### src/rtl/relay_pkg.sv
package relay_pkg;
  // index of each serial wire in the synchronizer vector
  localparam int unsigned SIG_SCLK = 0;
  localparam int unsigned SIG_SDAT = 1;
  localparam int unsigned SIG_STB  = 2;
  localparam int unsigned SIG_NUM  = 3;
endpackage

### src/rtl/relay_in_sync.sv
module relay_in_sync #(
  parameter int unsigned WIDTH  = 3,
  parameter int unsigned STAGES = 2
) (
  input  logic             clk,
  input  logic             rst_n,
  input  logic [WIDTH-1:0] async_in,
  output logic [WIDTH-1:0] lvl,
  output logic [WIDTH-1:0] rise
);
  logic [WIDTH-1:0] stg_q [STAGES];
  logic [WIDTH-1:0] stg_d [STAGES];
  logic [WIDTH-1:0] prev_q, prev_d;

  always_comb begin
    stg_d[0] = async_in;
    for (int s = 1; s < STAGES; s++) stg_d[s] = stg_q[s-1];
    prev_d = stg_q[STAGES-1];
  end

  always_ff @(posedge clk or negedge rst_n) begin
    if (!rst_n) begin
      for (int s = 0; s < STAGES; s++) stg_q[s] <= '0;
      prev_q <= '0;
    end else begin
      for (int s = 0; s < STAGES; s++) stg_q[s] <= stg_d[s];
      prev_q <= prev_d;
    end
  end

  assign lvl  = stg_q[STAGES-1];
  assign rise = stg_q[STAGES-1] & ~prev_q;
endmodule

### src/rtl/relay_frame_rx.sv
module relay_frame_rx #(
  parameter int unsigned ADDR_W = 3,
  parameter int unsigned DATA_W = 8
) (
  input  logic              clk,
  input  logic              rst_n,
  input  logic              sclk_rise,
  input  logic              sdat_lvl,
  input  logic              stb_lvl,
  input  logic              stb_rise,
  output logic              commit,
  output logic [ADDR_W-1:0] cmd_addr,
  output logic [DATA_W-1:0] cmd_data
);
  localparam int unsigned FRAME_LEN = ADDR_W + DATA_W;
  localparam int unsigned CNT_MAX   = FRAME_LEN + 1;
  localparam int unsigned CNT_W     = $clog2(CNT_MAX + 1);

  logic [FRAME_LEN-1:0] sr_q, sr_d;
  logic [CNT_W-1:0]     cnt_q, cnt_d;
  logic                 shift_en;

  // a bit is taken only while the strobe is low
  assign shift_en = sclk_rise & ~stb_lvl;

  always_comb begin
    sr_d  = sr_q;
    cnt_d = cnt_q;
    if (stb_rise) begin
      cnt_d = '0;
    end else if (shift_en) begin
      sr_d = {sr_q[FRAME_LEN-2:0], sdat_lvl};
      if (cnt_q != CNT_W'(CNT_MAX)) cnt_d = cnt_q + 1'b1;
    end
  end

  always_ff @(posedge clk or negedge rst_n) begin
    if (!rst_n) begin
      sr_q  <= '0;
      cnt_q <= '0;
    end else begin
      sr_q  <= sr_d;
      cnt_q <= cnt_d;
    end
  end

  assign commit   = stb_rise & (cnt_q == CNT_W'(FRAME_LEN));
  assign cmd_addr = sr_q[FRAME_LEN-1:DATA_W];
  assign cmd_data = sr_q[DATA_W-1:0];

  // a strobe rise restarts the bit count for the next frame
  p_cnt_restart_r6: assert property (@(posedge clk) disable iff (!rst_n)
    stb_rise |=> (cnt_q == '0));
  // while the strobe is high the holding register does not move
  p_no_shift_high_r9: assert property (@(posedge clk) disable iff (!rst_n)
    stb_lvl |=> $stable(sr_q));
  // the count never runs past its saturation value
  p_cnt_bound_r6: assert property (@(posedge clk) disable iff (!rst_n)
    cnt_q <= CNT_W'(CNT_MAX));
endmodule

### src/rtl/relay_bank_regs.sv
module relay_bank_regs #(
  parameter int unsigned NUM_BANKS = 8,
  parameter int unsigned BANK_W    = 8,
  parameter int unsigned ADDR_W    = $clog2(NUM_BANKS)
) (
  input  logic                        clk,
  input  logic                        rst_n,
  input  logic                        commit,
  input  logic [ADDR_W-1:0]           cmd_addr,
  input  logic [BANK_W-1:0]           cmd_data,
  output logic [NUM_BANKS*BANK_W-1:0] state
);
  logic [NUM_BANKS-1:0] wr_en;

  for (genvar b = 0; b < NUM_BANKS; b++) begin : g_bank
    logic [BANK_W-1:0] bank_q, bank_d;

    assign wr_en[b] = commit & (cmd_addr == ADDR_W'(b));

    always_comb begin
      bank_d = bank_q;
      if (wr_en[b]) bank_d = cmd_data;
    end

    always_ff @(posedge clk or negedge rst_n) begin
      if (!rst_n) bank_q <= '0;
      else        bank_q <= bank_d;
    end

    assign state[b*BANK_W +: BANK_W] = bank_q;
  end

  // never more than one bank written per cycle
  p_one_bank_r4: assert property (@(posedge clk) disable iff (!rst_n)
    $onehot0(wr_en));
  // without a commit no channel state changes
  p_hold_r3: assert property (@(posedge clk) disable iff (!rst_n)
    !commit |=> $stable(state));
  // a commit changes at most BANK_W channel bits
  p_change_width_r4: assert property (@(posedge clk) disable iff (!rst_n)
    commit |=> ($countones(state ^ $past(state)) <= BANK_W));
endmodule

### src/rtl/relay_bank_ctrl.sv
module relay_bank_ctrl #(
  parameter int unsigned NUM_BANKS   = 8,
  parameter int unsigned BANK_W      = 8,
  parameter int unsigned SYNC_STAGES = 2
) (
  input  logic                        clk,
  input  logic                        rst_n,
  input  logic                        ser_clk,
  input  logic                        ser_dat,
  input  logic                        ser_stb,
  output logic [NUM_BANKS*BANK_W-1:0] pin_pull_low,
  output logic [NUM_BANKS*BANK_W-1:0] bank_state
);
  import relay_pkg::*;

  localparam int unsigned ADDR_W = $clog2(NUM_BANKS);
  localparam int unsigned CH_NUM = NUM_BANKS * BANK_W;

  // asynchronous assert, synchronous release
  logic rst_meta_q, rst_core_n;
  always_ff @(posedge clk or negedge rst_n) begin
    if (!rst_n) begin
      rst_meta_q <= 1'b0;
      rst_core_n <= 1'b0;
    end else begin
      rst_meta_q <= 1'b1;
      rst_core_n <= rst_meta_q;
    end
  end

  logic [SIG_NUM-1:0] ser_raw, ser_lvl, ser_rise;
  assign ser_raw[SIG_SCLK] = ser_clk;
  assign ser_raw[SIG_SDAT] = ser_dat;
  assign ser_raw[SIG_STB]  = ser_stb;

  relay_in_sync #(.WIDTH(SIG_NUM), .STAGES(SYNC_STAGES)) i_sync (
    .clk      (clk),
    .rst_n    (rst_core_n),
    .async_in (ser_raw),
    .lvl      (ser_lvl),
    .rise     (ser_rise)
  );

  logic              commit;
  logic [ADDR_W-1:0] cmd_addr;
  logic [BANK_W-1:0] cmd_data;

  relay_frame_rx #(.ADDR_W(ADDR_W), .DATA_W(BANK_W)) i_rx (
    .clk       (clk),
    .rst_n     (rst_core_n),
    .sclk_rise (ser_rise[SIG_SCLK]),
    .sdat_lvl  (ser_lvl[SIG_SDAT]),
    .stb_lvl   (ser_lvl[SIG_STB]),
    .stb_rise  (ser_rise[SIG_STB]),
    .commit    (commit),
    .cmd_addr  (cmd_addr),
    .cmd_data  (cmd_data)
  );

  logic [CH_NUM-1:0] state;

  relay_bank_regs #(.NUM_BANKS(NUM_BANKS), .BANK_W(BANK_W), .ADDR_W(ADDR_W)) i_banks (
    .clk      (clk),
    .rst_n    (rst_core_n),
    .commit   (commit),
    .cmd_addr (cmd_addr),
    .cmd_data (cmd_data),
    .state    (state)
  );

  // on = release the pin, off = pull it to ground
  assign pin_pull_low = ~state;
  assign bank_state   = state;

  // while reset is held every pin is pulled low
  p_reset_pull_r8: assert property (@(posedge clk)
    !rst_n |-> (&pin_pull_low));
  // channel state only moves in the cycle after a strobe rise
  p_commit_needs_strobe_r3: assert property (@(posedge clk) disable iff (!rst_core_n)
    !ser_rise[SIG_STB] |=> $stable(bank_state));
endmodule

### config.mk
export PLATFORM = sky130hd
export DESIGN_NAME = relay_bank_ctrl
export DESIGN_NICKNAME = d
export VERILOG_FILES = /design/src/rtl/relay_pkg.sv /design/src/rtl/relay_in_sync.sv /design/src/rtl/relay_frame_rx.sv /design/src/rtl/relay_bank_regs.sv /design/src/rtl/relay_bank_ctrl.sv
export SDC_FILE = /design/constraint.sdc
export NUM_CORES = 1
export LEC_CHECK = 0
export ABC_AREA = 1
export ABC_CLOCK_PERIOD_IN_PS = 8250
export BUFFER_PORTS_ARGS = -buffer_cell sky130_fd_sc_hd__buf_2
export CAP_MARGIN = 0
export CORE_MARGIN = 4
export CORE_UTILIZATION = 45
export CTS_CLUSTER_DIAMETER = 30
export DETAILED_ROUTE_END_ITERATION = 10
export GPL_TIMING_DRIVEN = 0
export HOLD_SLACK_MARGIN = 0.03
export PLACE_DENSITY = 0.74
export SYNTH_ARGS = -nofsm -noshare
export SYNTH_HDL_FRONTEND = slang
export SYNTH_SLANG_ARGS = --single-unit
### constraint.sdc
create_clock -name clk -period 8.25 [get_ports clk]
set_input_delay 1.65 -clock clk [delete_from_list [all_inputs] [get_ports clk]]
set_output_delay 1.65 -clock clk [all_outputs]
set_load 0.01 [all_outputs]
==> results.cfg <==
[die]
ioPinCount = 133
die_y_um = 97.8
core_area_um2 = 7770
start_util_pct = 46.7
core.rowCount = 32
die_w_um = 97.8
dieArea_um2 = 9570

[critical_path]
cp_slowest_cell = dfrtp_1
cp_cell_sequence = inv_1 > buf_2
critPathCapture = pin_pull_low[24]
end_kind = output pin
timing.rr.start = i_rx.cnt_q[0]
startpoint_type = flip-flop
regToRegSetupSlack_ns = 6.66
r2r_cells = 7
cp_num_cells = 2
critPathRequiredTime_ns = 6.60
critical-path-top-delay-family = flip-flops
critical_path_class = reg -> out
reg2reg_to = i_banks.g_bank[5].bank_q[6]
startpoint = i_banks.g_bank[3].bank_q[0]
cp_max_fo = 3
slowest_delay_ns = 0.42
crit_arrival_ns = 0.96
cp_num_buf_inv = 2

[detailed_routing]
vias = 2945
wl_per_cell_um = 13.1
first_iter_violations = 85
firstDrtPassIters = 4
via_per_inst = 4.65
ant_nets = 0
drc_errors = 0
wl_mm = 8.32

[synthesis]
postSynthCellCount = 382
syn_avg_cell_area_um2 = 9.51
netlist.area_leader.share_pct = 61.3
synth_area_um2 = 3630
syn_nets = 389
synth_area_leaders = dfrtp_1, nand2_1, inv_1
synth_seq_area_share_pct = 61.3
ys_types = 20
yosys_warnings = 0
ys_ff_latch = 89
yosysTopAreaCell = dfrtp_1

[clock_tree]
cts_max_level = 3
clock_path_buffers = 2
cts_resized = 0
postCtsHoldBufs = 0
clock_latency_ns = 0.36
cts_tree = done
cts_sinks = 89
clk_pin_slew_worst_paths_ns = 0.10
post-cts-setup-buffers = 0
cts_buffers = 9
cts_root_buf = clkbuf_8

[placement]
dp_hpwl_mm = 5.85
place_congestion = 0.753
placed_area_um2 = 4450
port_buffers = 132

[grt]
first_global_vias = 2880
track_usage_pct = 17.8
grt_remaining_overflow = 0
antenna_found_initial = 0
grt_pass1_wl_mm = 13.7
grt_max_degree = 56

[timing]
fmax_ghz = 0.383
period_needed_ns = 2.61
finalHoldViolations = 0
rsz0062_at_grt = false
setup_violations = 0
setup_tns_ns = 0
skew_ns = 0.0127
post-route-period-util_pct = 31.6
slew_viol_final = 0

[layout]
n_antenna_cell = 0
fin_nets = 533
final_cell_mix = buf_2, dfrtp_1, nand2_1
layout_commonest_cell = buf_2
final_area_um2 = 4660
layout-drive-gt1-share_pct = 33.3
synthToLayoutAreaGrowth_pct = 28.4

[run]
maxCapViolations = 0

[min_path]
hold_path_class = reg -> async

[power_and_ir_drop]
leakage_nw = 2.35
powerDensity_nw_per_um2 = 181
irDropWorstVdd_mv = 0.0905

[run_status]
status = finished, final reports clean
-- sequential cells by signal, indices dropped and copies added, names as in the netlist --
register,flops
i_sync.stg_d,3
i_sync.prev_q,2
rst_core_n,1
rst_meta_q,1
i_sync.lvl,3
i_rx.sr_q,11
i_rx.cnt_q,4
i_banks.g_bank.bank_q,64
-- Yosys cell counts --
cell type  count
o21ai_1       57
nand3_1        7
nand4_1        1
nand2_1       86
a21oi_1        1
clkbuf_1       2
o21ai_2        7
nor2_8         1
conb_1         1
buf_6          8
ha_1           2
nor2_1        12
nand3_2        1
dfrtp_1       89
nand2_2        1
xor2_1         1
nand2_4        8
o21ai_0       14
inv_1         82
inv_2          1
-- area by class of cell --
class,count,area (um2)
clock inverter,6,73.8
fill,704,3110
tap,102,128
clock buffer,10,138
timing repair buffer,133,688
buffer,10,97.6
sequential,89,2230
multi-input combinational,200,995
inverter,83,312
-- metal layers --
metal	global-route usage, %	up-vias	share of wire (%)
met4	6.71	0	1.5
met5	0	-	0
met2	28.6	104	47
met1	23.8	1380	45
li1	-	1449	-
met3	3.71	12	7.1
-- report_power, final --
group | switching [mW] | total (mW) | internal [mW] | leakage (nW)
Clock | 0.160 | 0.311 | 0.152 | 0.101
Combinational | 0.0583 | 0.0694 | 0.0110 | 1.04
Sequential | 0.0114 | 0.461 | 0.450 | 1.21
-- through the flow --
step	power [mW]	worst slack [ns]	hold WS [ns]	util [%]	cells
floorplan	0.508	5.59	0.331	-	382
global route	0.878	5.59	0.323	60.0	633
global placement	0.536	4.79	0.336	56.9	616
finish	0.842	5.64	0.277	60.0	633
CTS	0.852	5.63	0.296	60.0	633
detailed placement	0.541	6.03	0.291	57.3	617
-- worst min-delay path by stage --
stage                    startpoint          endpoint  slack [ns]  cells after the start
floorplan           i_sync.stg_d[0]     i_sync.lvl[0]        0.33                      0
global placement    i_sync.stg_d[2]     i_sync.lvl[2]        0.34                      0
detailed placement       rst_core_n   i_sync.stg_d[0]        0.29                      0
CTS                      rst_core_n  i_sync.prev_q[2]        0.30                      0
global route             rst_core_n   i_sync.stg_d[0]        0.32                      0
finish                   rst_core_n  i_sync.prev_q[2]        0.28                      0
-- cell families after synthesis --
logic type	synth area share [%]
buffers and inverters	11.3
AND/OR/NAND/NOR	14.7
adder cells (fa/ha/maj)	0.689
AO/OA/AOI/OAI	11.6
flip-flops	61.3
XOR/XNOR	0.241
other	0.103
Power figures use the tool's default switching activity.
